--- src/rtl/lane_steer_pkg.sv ---
package lane_steer_pkg;

  // Register addresses and bit positions of the control byte
  localparam int CTRL_ADDR   = 0;
  localparam int CMD_ADDR    = 1;
  localparam int BIT_SYSLOOP = 0;
  localparam int BIT_LNLOOP  = 1;
  localparam int BIT_RXINV   = 2;
  localparam int BIT_RXSQ    = 3;
  localparam int BIT_TXINV   = 4;
  localparam int BIT_TXSQ    = 5;
  localparam int BIT_SWRST   = 0;

  // Effective steering decisions sent from control to datapath
  typedef struct packed {
    logic rxFromHost;
    logic txFromLine;
    logic rxInvert;
    logic rxSquelch;
    logic txInvert;
    logic txSquelch;
  } steerCtrl_t;

endpackage

--- src/rtl/lane_steer_ctrl.sv ---
module lane_steer_ctrl
  import lane_steer_pkg::*;
#(
  parameter int ADDR_W = 2
) (
  input  logic              clk,
  input  logic              rstN,
  input  logic              regWrEn,
  input  logic [ADDR_W-1:0] regAddr,
  input  logic [7:0]        regWrData,
  output steerCtrl_t        steerStrobes,
  output logic              cfgError
);

  localparam logic [ADDR_W-1:0] CtrlAddr = ADDR_W'(CTRL_ADDR);
  localparam logic [ADDR_W-1:0] CmdAddr  = ADDR_W'(CMD_ADDR);

  logic sysLoopQ, lineLoopQ, rxInvQ, rxSqQ, txInvQ, txSqQ, errQ;
  logic ctrlWrite, swReset, lineLoopEff;

  assign ctrlWrite = regWrEn && (regAddr == CtrlAddr);
  assign swReset   = regWrEn && (regAddr == CmdAddr) && regWrData[BIT_SWRST];

  always_ff @(posedge clk or negedge rstN) begin
    if (!rstN) begin
      sysLoopQ  <= 1'b0;
      lineLoopQ <= 1'b0;
      rxInvQ    <= 1'b0;
      rxSqQ     <= 1'b0;
      txInvQ    <= 1'b0;
      txSqQ     <= 1'b0;
    end else if (swReset) begin
      sysLoopQ  <= 1'b0;
      lineLoopQ <= 1'b0;
      rxInvQ    <= 1'b0;
      rxSqQ     <= 1'b0;
      txInvQ    <= 1'b0;
      txSqQ     <= 1'b0;
    end else if (ctrlWrite) begin
      sysLoopQ  <= regWrData[BIT_SYSLOOP];
      lineLoopQ <= regWrData[BIT_LNLOOP];
      rxInvQ    <= regWrData[BIT_RXINV];
      rxSqQ     <= regWrData[BIT_RXSQ];
      txInvQ    <= regWrData[BIT_TXINV];
      txSqQ     <= regWrData[BIT_TXSQ];
    end
  end

  // Sticky flag: raised while both loopbacks are held
  always_ff @(posedge clk or negedge rstN) begin
    if (!rstN)                      errQ <= 1'b0;
    else if (swReset)               errQ <= 1'b0;
    else if (sysLoopQ && lineLoopQ) errQ <= 1'b1;
  end

  // System loopback has priority over line-side loopback
  assign lineLoopEff = lineLoopQ && !sysLoopQ;

  always_comb begin
    steerStrobes.rxFromHost = sysLoopQ;
    steerStrobes.txFromLine = lineLoopEff;
    steerStrobes.rxInvert   = rxInvQ;
    steerStrobes.rxSquelch  = rxSqQ || lineLoopEff;
    steerStrobes.txInvert   = txInvQ;
    steerStrobes.txSquelch  = txSqQ || sysLoopQ;
  end

  assign cfgError = errQ;

endmodule

--- src/rtl/lane_out_stage.sv ---
module lane_out_stage #(
  parameter int WORD_W = 16
) (
  input  logic              clk,
  input  logic              rstN,
  input  logic [WORD_W-1:0] primaryWord,
  input  logic [WORD_W-1:0] altWord,
  input  logic              useAlt,
  input  logic              invert,
  input  logic              squelch,
  output logic [WORD_W-1:0] outWord
);

  logic [WORD_W-1:0] srcWord, nextWord;

  always_comb begin
    srcWord = useAlt ? altWord : primaryWord;
    if (squelch)     nextWord = '0;
    else if (invert) nextWord = ~srcWord;
    else             nextWord = srcWord;
  end

  always_ff @(posedge clk or negedge rstN) begin
    if (!rstN) outWord <= '0;
    else       outWord <= nextWord;
  end

endmodule

--- src/rtl/lane_steer_datapath.sv ---
module lane_steer_datapath
  import lane_steer_pkg::*;
#(
  parameter int WORD_W = 16
) (
  input  logic              clk,
  input  logic              rstN,
  input  steerCtrl_t        steerStrobes,
  input  logic [WORD_W-1:0] lineInWord,
  input  logic [WORD_W-1:0] hostInWord,
  output logic [WORD_W-1:0] rxOutWord,
  output logic [WORD_W-1:0] txOutWord
);

  localparam int NumLanes = 2;   // lane 0 = receive side, lane 1 = transmit side

  logic [WORD_W-1:0] primW [NumLanes];
  logic [WORD_W-1:0] altW  [NumLanes];
  logic [WORD_W-1:0] outW  [NumLanes];
  logic              selAlt[NumLanes];
  logic              invB  [NumLanes];
  logic              sqB   [NumLanes];

  always_comb begin
    primW[0]  = lineInWord;
    altW[0]   = hostInWord;
    selAlt[0] = steerStrobes.rxFromHost;
    invB[0]   = steerStrobes.rxInvert;
    sqB[0]    = steerStrobes.rxSquelch;
    primW[1]  = hostInWord;
    altW[1]   = lineInWord;
    selAlt[1] = steerStrobes.txFromLine;
    invB[1]   = steerStrobes.txInvert;
    sqB[1]    = steerStrobes.txSquelch;
  end

  for (genvar g = 0; g < NumLanes; g++) begin : gLane
    lane_out_stage #(.WORD_W(WORD_W)) u_stage (
      .clk        (clk),
      .rstN       (rstN),
      .primaryWord(primW[g]),
      .altWord    (altW[g]),
      .useAlt     (selAlt[g]),
      .invert     (invB[g]),
      .squelch    (sqB[g]),
      .outWord    (outW[g])
    );
  end

  assign rxOutWord = outW[0];
  assign txOutWord = outW[1];

endmodule

--- src/rtl/lane_loop_steer.sv ---
module lane_loop_steer
  import lane_steer_pkg::*;
#(
  parameter int WORD_W = 16,
  parameter int ADDR_W = 2
) (
  input  logic              clk,
  input  logic              rstN,
  input  logic              regWrEn,
  input  logic [ADDR_W-1:0] regAddr,
  input  logic [7:0]        regWrData,
  input  logic [WORD_W-1:0] lineInWord,
  input  logic [WORD_W-1:0] hostInWord,
  output logic [WORD_W-1:0] rxOutWord,
  output logic [WORD_W-1:0] txOutWord,
  output logic              cfgError
);

  steerCtrl_t steerStrobes;

  lane_steer_ctrl #(.ADDR_W(ADDR_W)) u_ctrl (
    .clk         (clk),
    .rstN        (rstN),
    .regWrEn     (regWrEn),
    .regAddr     (regAddr),
    .regWrData   (regWrData),
    .steerStrobes(steerStrobes),
    .cfgError    (cfgError)
  );

  lane_steer_datapath #(.WORD_W(WORD_W)) u_dp (
    .clk         (clk),
    .rstN        (rstN),
    .steerStrobes(steerStrobes),
    .lineInWord  (lineInWord),
    .hostInWord  (hostInWord),
    .rxOutWord   (rxOutWord),
    .txOutWord   (txOutWord)
  );

endmodule

--- config.mk ---
export PLATFORM = sky130hd
export DESIGN_NAME = lane_loop_steer
export DESIGN_NICKNAME = d
export VERILOG_FILES = /design/src/rtl/lane_steer_pkg.sv /design/src/rtl/lane_steer_ctrl.sv /design/src/rtl/lane_out_stage.sv /design/src/rtl/lane_steer_datapath.sv /design/src/rtl/lane_loop_steer.sv
export SDC_FILE = /design/constraint.sdc
export NUM_CORES = 1
export LEC_CHECK = 0
export BUFFER_PORTS_ARGS = -buffer_cell sky130_fd_sc_hd__buf_4
export CAP_MARGIN = 40
export CORE_AREA = 8 8 98 65
export DETAILED_ROUTE_END_ITERATION = 7
export DIE_AREA = 0 0 106 73
export PLACE_DENSITY = 0.7
export SLEW_MARGIN = 20
export SYNTH_ARGS = -nofsm -noshare
export SYNTH_HDL_FRONTEND = slang
export SYNTH_SLANG_ARGS = --single-unit
--- constraint.sdc ---
create_clock -name clk -period 1.4 [get_ports clk]
set_input_delay 0.07 -clock clk [delete_from_list [all_inputs] [get_ports clk]]
set_output_delay 0.07 -clock clk [all_outputs]
set_load 0.02 [all_outputs]
# == Yosys cells after proc, flatten, opt, wreduce, memory -nomap -nowiden ==
# Index checks and enable logic that the tools add are counted.
# Widths: inputs -> output; s select.
# totals
mem_count,0
mem_bits_rw,0
register_bits,39
input_bits,45
mem_bits_ro,0
latchBits,0
# op_classes
eq_ne,1
multipliers,0
magnitude_cmp,0
muxes,20
bitwise_logic,2
n_div,0
shift,0
n_reduce_logical,11
add_sub_neg,0
# op_table
cell,count
$mux 16,6
$not 16->16,2
$mux 1,14
$logic_and 1x1->1,5
$reduce_bool 2->1,2
$eq 2x1->1 const B,1
$logic_not 2->1,1
$logic_or 1x1->1,2
$logic_not 1->1,1

# == Longest topological paths before layout ==
# Gate-level depths: netlist of the first run.
# depth
ltp_word,6
mapped_depth,5

# == Hierarchy ==
# A second synthesis of the first run with hierarchy kept.
# hier_totals
cells_unflattened,139
area_unflattened_um2,1909.3
# modules_own_cells
mod,instances,cells_per_inst,area_each_um2
lane_out_stage,2,56,789.5
lane_steer_ctrl,1,27,330.3

# == Worst setup path before layout of the first run ==
# Ideal clock, no wire load.
# synth_path
path_type,register to register
start,register u_ctrl.sysLoopQ
end,register u_dp.gLane[0].u_stage.outWord[11]
t_required_ns,1.322
slack_ns,-0.032
stages_incl_launch_ff,6
n_path_buf,2
arrival_time_ns,1.354
cell_sequence,dfrtp_1 -> or3_1 -> buf_2 -> buf_6 -> o22a_1 -> a21oi_1
# synth_via
elab_chain_cells,4
elab_cells_between_ends,7
classes_between,mux: 3; bitwise: 1; reduce/logical: 3
# synth_lines
item,line_no,text
from (decl),lane_steer_ctrl.sv:18,"logic sysLoopQ, lineLoopQ, rxInvQ, rxSqQ, txInvQ, txSqQ, errQ;"
from (signal assigned),lane_steer_ctrl.sv:40,sysLoopQ <= regWrData[BIT_SYSLOOP];
$mux 16 or $logic_not 1->1 (tied branches),"lane_out_stage.sv:17, lane_steer_ctrl.sv:57",
$not 16->16 or $logic_and 1x1->1 (tied branches),"lane_out_stage.sv:19, lane_steer_ctrl.sv:57",
$mux 16 or $logic_or 1x1->1 (tied branches),"lane_out_stage.sv:19, lane_steer_ctrl.sv:63",
$mux 16 (*),lane_out_stage.sv:18,if (squelch) nextWord = '0;
named net u_dp.gLane[0].u_stage.nextWord[11],lane_out_stage.sv:14,"logic [WORD_W-1:0] srcWord, nextWord;"
to (signal assigned),lane_out_stage.sv:25,else outWord <= nextWord;
to (decl),lane_out_stage.sv:11,output logic [WORD_W-1:0] outWord
# The timed path passes the listed nets; every way through them passes the cells marked *.
# A chain may end at the register's enable or synchronous reset.

# == Final worst setup path of the first run ==
# layout_path
start,register u_ctrl.sysLoopQ
end,register u_dp.gLane[0].u_stage.outWord[3]
# The elaborated chain is that of the path after synthesis.

==> impl_metrics.tcl, run 1 <==
set metrics [dict create \
    outcome "complete, but fails checks" \
    violations "setup timing" \
    final_common_cell "buf_4" \
    ys_types 21 \
    maxCapViolations 0 \
    period_needed_ns 1.51 \
    yosys.area.top_type_share_pct 51.3 \
    path_cells "buf_6, or3_4, buf_4, o22a_1, a21oi_2" \
    drive_gt1_share_pct 45.3 \
    layout_common_cells "buf_4, dfrtp_1" \
    worstSetupStartpointType "flip-flop" \
    leakage_nw 1.35 \
    first_pass_iters 4 \
    htreeDepth 2 \
    timing.fmax_mhz 664 \
    viasPerCell 5.01 \
    worstMarginPinSlew_ns 0.746 \
    worst-setup-path-type "reg2reg" \
    skew_ns 0.00899 \
    hold_violations 0 \
    synth_nets 215 \
    cts_sinks 39 \
    setup_viol 16 \
    rsz0062_at_grt "yes" \
    start_util_pct 38.9 \
    p_per_area_mw_per_mm2 1400 \
    gp_congestion 0.817 \
    peakVddDrop_mv 0.673 \
    clk-insertion-delay-late_ns 0.29 \
    die-area_mm2 0.00774 \
    hpwl_um 4140 \
    syn_to_final_growth_pct 50.5 \
    yosysWarnings 0 \
    cts_root_buf "clkbuf_8" \
    n_antenna_cell 0 \
    wl_per_cell_um 17.5 \
    syn_area_mm2 0.00190 \
    cts_tree "yes" \
    critPathRequiredTime_ns 1.62 \
    ys_ff_latch 39 \
    final.setup.worst_slack_ns -0.105 \
    yosys.area.top_type "dfrtp_1" \
    port_buffers 75 \
    utilization_pct 58.6 \
    drc 0 \
    hp-class "in2reg" \
    synth_area_per_cell_um2 11.2 \
    grt_pass1_vias 1649 \
    dpl_cell_area_mm2 0.00257 \
    nFillCells 438 \
    slowest_stage "or3_4" \
    antenna_left 0 \
    ys_seq_area_share_pct 51.3 \
    cp.arrival_ns 1.72 \
    core_area_mm2 0.00488 \
    endpoint_kind "flip-flop" \
    vias 1622 \
    die_w_um 106 \
    grt_usage_pct 14.1 \
    worstPathMaxFanout 4 \
    io_pins 78 \
    num_rows 20 \
    cts_max_path_buffers 2 \
    timing.final.crit_share_pct 108 \
    grt_pass1_wl_um 8480 \
    finalMaxSlewViolations 0 \
    synth_area_leaders "dfrtp_1, mux2i_1, a221oi_1" \
    die_y_um 73 \
    relSlewSlack_pct 50.3 \
    final_nets 302 \
    final_cell_area_mm2 0.00286 \
    wl_um 5680 \
    overflow 0 \
    cts_buffers 5 \
    cpPeakStageDelay_ns 0.41 \
    syn_inst 170 \
    drt_iter0_drc 61 \
    grt_antenna_before_repair 0 \
    clk_pin_slew_ns 0.07 \
    grt_start_max_net_pins 40 \
]
==> synth_stat cells <==
master,n
buf_1,1
nand2b_1,1
buf_6,1
o21ai_1,1
mux2i_1,16
dfrtp_1,39
nor3_2,1
nor2_1,16
or2_2,1
a31oi_1,1
inv_1,1
and2_1,1
a221oi_1,16
nor2b_1,2
clkbuf_1,9
a22o_1,6
or3_1,1
buf_2,7
a21oi_1,17
o22a_1,16
xor2_1,16
==> state kept, by name, indices dropped and copies added, names as in the netlist <==
signal / cells
u_ctrl.txSqQ: 1
u_dp.gLane.u_stage.outWord: 32
u_ctrl.txInvQ: 1
u_ctrl.cfgError: 1
u_ctrl.lineLoopQ: 1
u_ctrl.sysLoopQ: 1
u_ctrl.rxInvQ: 1
u_ctrl.rxSqQ: 1
==> path summary, 6_finish.rpt <==
| check | start | to | slack, ns | cells after the start |
|---|---|---|---|---|
| worst max-delay path | u_ctrl.sysLoopQ | u_dp.gLane[0].u_stage.outWord[3] | -0.11 | 5 |
| worst min-delay path | regWrData[5] | u_ctrl.txSqQ | 0.008 | 2 |
| worst max register to register | u_ctrl.sysLoopQ | u_dp.gLane[0].u_stage.outWord[3] | -0.11 | 5 |
| worst min register to register | u_ctrl.txSqQ | u_ctrl.txSqQ | 0.51 | 1 |
| max in group asynchronous | rstN | u_dp.gLane[1].u_stage.outWord[13] | 0.77 | 2 |
| min in group asynchronous | rstN | u_dp.gLane[0].u_stage.outWord[13] | 0.28 | 2 |
==> critical path: cells and delay by family (launching register included) <==
family | cells | cell delay [ns]
AND/OR/NAND/NOR | 1 | 0.41
flip-flops | 1 | 0.39
AO/OA/AOI/OAI | 2 | 0.35
buffers and inverters | 2 | 0.29
==> area by class of cell <==
class	instances	area, um2	area share, %
Clock inverter	2	12.5	0.437
Timing Repair Buffer	98	810	28.3
Multi-Input combinational cell	112	903	31.6
Sequential cell	39	976	34.1
Tap cell	66	82.6	2.89
Clock buffer	6	72.6	2.54
Inverter	1	3.75	0.131
==> timing repair <==
action / in CTS / in global routing
endpoints found under the hold margin: 43 / 0
pin swaps: 1 / 12
hold buffers: 6 / 0
endpoints found under the setup margin: 16 / 16
cloned: 1 / 1
buffers inserted: 2 / 1
gates resized for setup: 9 / 16
==> stage by stage <==
stage                     hold WS, ns  setup slack [ns]  TNS [ns]  total power [mW]  instances
after CTS                    0.000483           -0.0855    -0.947              3.95        322
after floorplan                -0.226           0.00993         0              2.40        170
after detailed placement       0.0705            -0.121     -1.40              3.11        305
final                         0.00762            -0.105     -1.06              4.00        324
after global routing          0.00799            -0.138     -1.61              4.24        324
after global placement         0.0661            -0.288     -4.36              3.08        304
==> routing by layer <==
| metal | track usage, % | routed length, um | vias to the layer above |
|---|---|---|---|
| li1 | - | - | 797 |
| met1 | 19.2 | 2570 | 757 |
| met2 | 19.8 | 2540 | 61 |
| met3 | 6.17 | 524 | 7 |
| met4 | 3.26 | 52 | 0 |
| met5 | 0 | 0 | - |
==> where the power goes <==
part           total, mW  internal [mW]  switching [mW]
clock              0.725          0.348           0.378
sequential          1.50           1.37           0.121
combinational       1.78          0.843           0.932
==> cell families (layout without fill, tap and decap cells) <==
group / Yosys count / after routing / synth area share [%]
AOI/OAI and AO/OA: 57 / 57 / 22.6
DFF: 39 / 39 / 51.3
and+or+nand+nor: 23 / 23 / 5.66
buffers and inverters: 19 / 107 / 4.61
xor gates and xnor gates: 16 / 16 / 7.37
muxes: 16 / 16 / 8.43
Note: power is estimated with default switching activity, not from simulation.
==> inputs of run 2 (changes only) <==
--- a/config.mk
+++ b/config.mk
@@ -8,9 +8,11 @@
 export BUFFER_PORTS_ARGS = -buffer_cell sky130_fd_sc_hd__buf_4
 export CAP_MARGIN = 40
 export CORE_AREA = 8 8 98 65
+export CTS_BUF_LIST = sky130_fd_sc_hd__clkbuf_4 sky130_fd_sc_hd__clkbuf_8
 export DETAILED_ROUTE_END_ITERATION = 7
 export DIE_AREA = 0 0 106 73
 export PLACE_DENSITY = 0.7
+export SKIP_LAST_GASP = 1
 export SLEW_MARGIN = 20
 export SYNTH_ARGS = -nofsm -noshare
 export SYNTH_HDL_FRONTEND = slang
==> impl_metrics.tcl, run 2 (synthesized netlist as in run 1, its figures left out) <==
set metrics [dict create \
    worstPathMaxFanout 12 \
    drt_iter0_drc 69 \
    p_per_area_mw_per_mm2 1400 \
    worst-setup-path-type "reg2reg" \
    hp-class "in2reg" \
    cts_buffers 5 \
    grt_usage_pct 14.2 \
    largest_register_ffs 32 \
    grt_start_max_net_pins 40 \
    drc 0 \
    hpwl_um 4140 \
    vias 1608 \
    rsz0062_at_grt "yes" \
    final_nets 301 \
    outcome "complete, but fails checks" \
    maxCapViolations 0 \
    hold_ws_ns 0.0262 \
    port_buffers 75 \
    cts_max_path_buffers 2 \
    nFillCells 444 \
    first_pass_iters 4 \
    drive_gt1_share_pct 43.6 \
    endpoint_kind "flip-flop" \
    skew_ns 0.00665 \
    syn_to_final_growth_pct 48.6 \
    core_area_mm2 0.00488 \
    finalMaxSlewViolations 0 \
    instances_no_fill 323 \
    timing.fmax_mhz 677 \
    grt_pass1_vias 1683 \
    gp_congestion 0.817 \
    cts_tree "yes" \
    place_inst 305 \
    layout_common_cells "buf_4, dfrtp_1" \
    die_y_um 73 \
    utilization_pct 57.9 \
    preCtsSetupSlack_ns -0.121 \
    htreeDepth 2 \
    viasPerCell 4.98 \
    relSlewSlack_pct 49.0 \
    wl_per_cell_um 17.5 \
    clk-insertion-delay-late_ns 0.29 \
    final_common_cell "buf_4" \
    violations "setup timing" \
    final.setup.worst_slack_ns -0.0777 \
    io_pins 78 \
    start_util_pct 38.9 \
    clk_pin_slew_ns 0.08 \
    grt_antenna_before_repair 0 \
    die_w_um 106 \
    peakVddDrop_mv 0.649 \
    n_antenna_cell 0 \
    setup_viol 13 \
    grt_pass1_wl_um 8560 \
    hold_violations 0 \
    regMostFlops "u_dp.gLane.u_stage.outWord" \
    die-area_mm2 0.00774 \
    cts_sinks 39 \
    antenna_left 0 \
    critPathRequiredTime_ns 1.61 \
    period_needed_ns 1.48 \
    cts_root_buf "clkbuf_8" \
    num_rows 20 \
    overflow 0 \
    fin_setup_tns_ns -0.492 \
    wl_um 5640 \
    worstMarginPinSlew_ns 0.766 \
    worstSetupStartpointType "flip-flop" \
    leakage_nw 1.34 \
    cp.arrival_ns 1.68 \
    timing.final.crit_share_pct 106 \
]
run 2: cell type report:
type | instances | area, um2 | area share [%]
Timing Repair Buffer | 97 | 788 | 27.9
Tap cell | 66 | 82.6 | 2.92
Clock buffer | 6 | 76.3 | 2.70
Clock inverter | 2 | 12.5 | 0.443
Sequential cell | 39 | 976 | 34.6
Inverter | 1 | 3.75 | 0.133
Multi-Input combinational cell | 112 | 885 | 31.3
run 2: final timing paths:
kind	from	to	slack, ns	cells after the start
min reg2reg	u_ctrl.txSqQ	u_ctrl.txSqQ	0.51	1
max reg2reg	u_ctrl.sysLoopQ	u_dp.gLane[0].u_stage.outWord[15]	-0.08	5
max in group asynchronous	rstN	u_dp.gLane[1].u_stage.outWord[4]	0.77	2
min in group asynchronous	rstN	u_dp.gLane[0].u_stage.outWord[13]	0.29	2
min	regWrData[3]	u_ctrl.rxSqQ	0.03	2
max	u_ctrl.sysLoopQ	u_dp.gLane[0].u_stage.outWord[15]	-0.08	5
run 2: report_power, final:
part / internal [mW] / switching (mW)
Sequential: 1.37 / 0.123
Clock: 0.367 / 0.378
Combinational: 0.801 / 0.905
Total: 2.54 / 1.41
run 2: worst max-delay path, cell delays in order (launching register included):
cell	delay (ns)
dfrtp_1	0.39
buf_6	0.12
or3_4	0.38
buf_8	0.16
o22a_1	0.19
a21oi_1	0.15
run 2: metal layers:
layer  routed length, um  GRT usage [%]  vias up
met5                   0              0        -
met4                  33           3.26        0
met2                2560           20.9       56
met1                2510           18.6      754
met3                 529           6.35        5
li1                    -              -      793
run 2: per-stage QoR:
stage / area, um2 / total power [mW]
CTS: 2770 / 3.93
finish: 2820 / 3.95
global placement: 2560 / 3.08
detailed placement: 2570 / 3.11
floorplan: 1910 / 2.40
global route: 2820 / 4.19
run 2: timing repair:
| action | CTS | global route |
|---|---|---|
| hold buffers | 7 | 0 |
| pin swaps | 2 | 1 |
| cloned | 0 | 0 |
| resized for setup | 6 | 13 |
| buffers inserted | 2 | 1 |
| hold endpoints to repair | 44 | 0 |
| setup endpoints to repair | 16 | 16 |
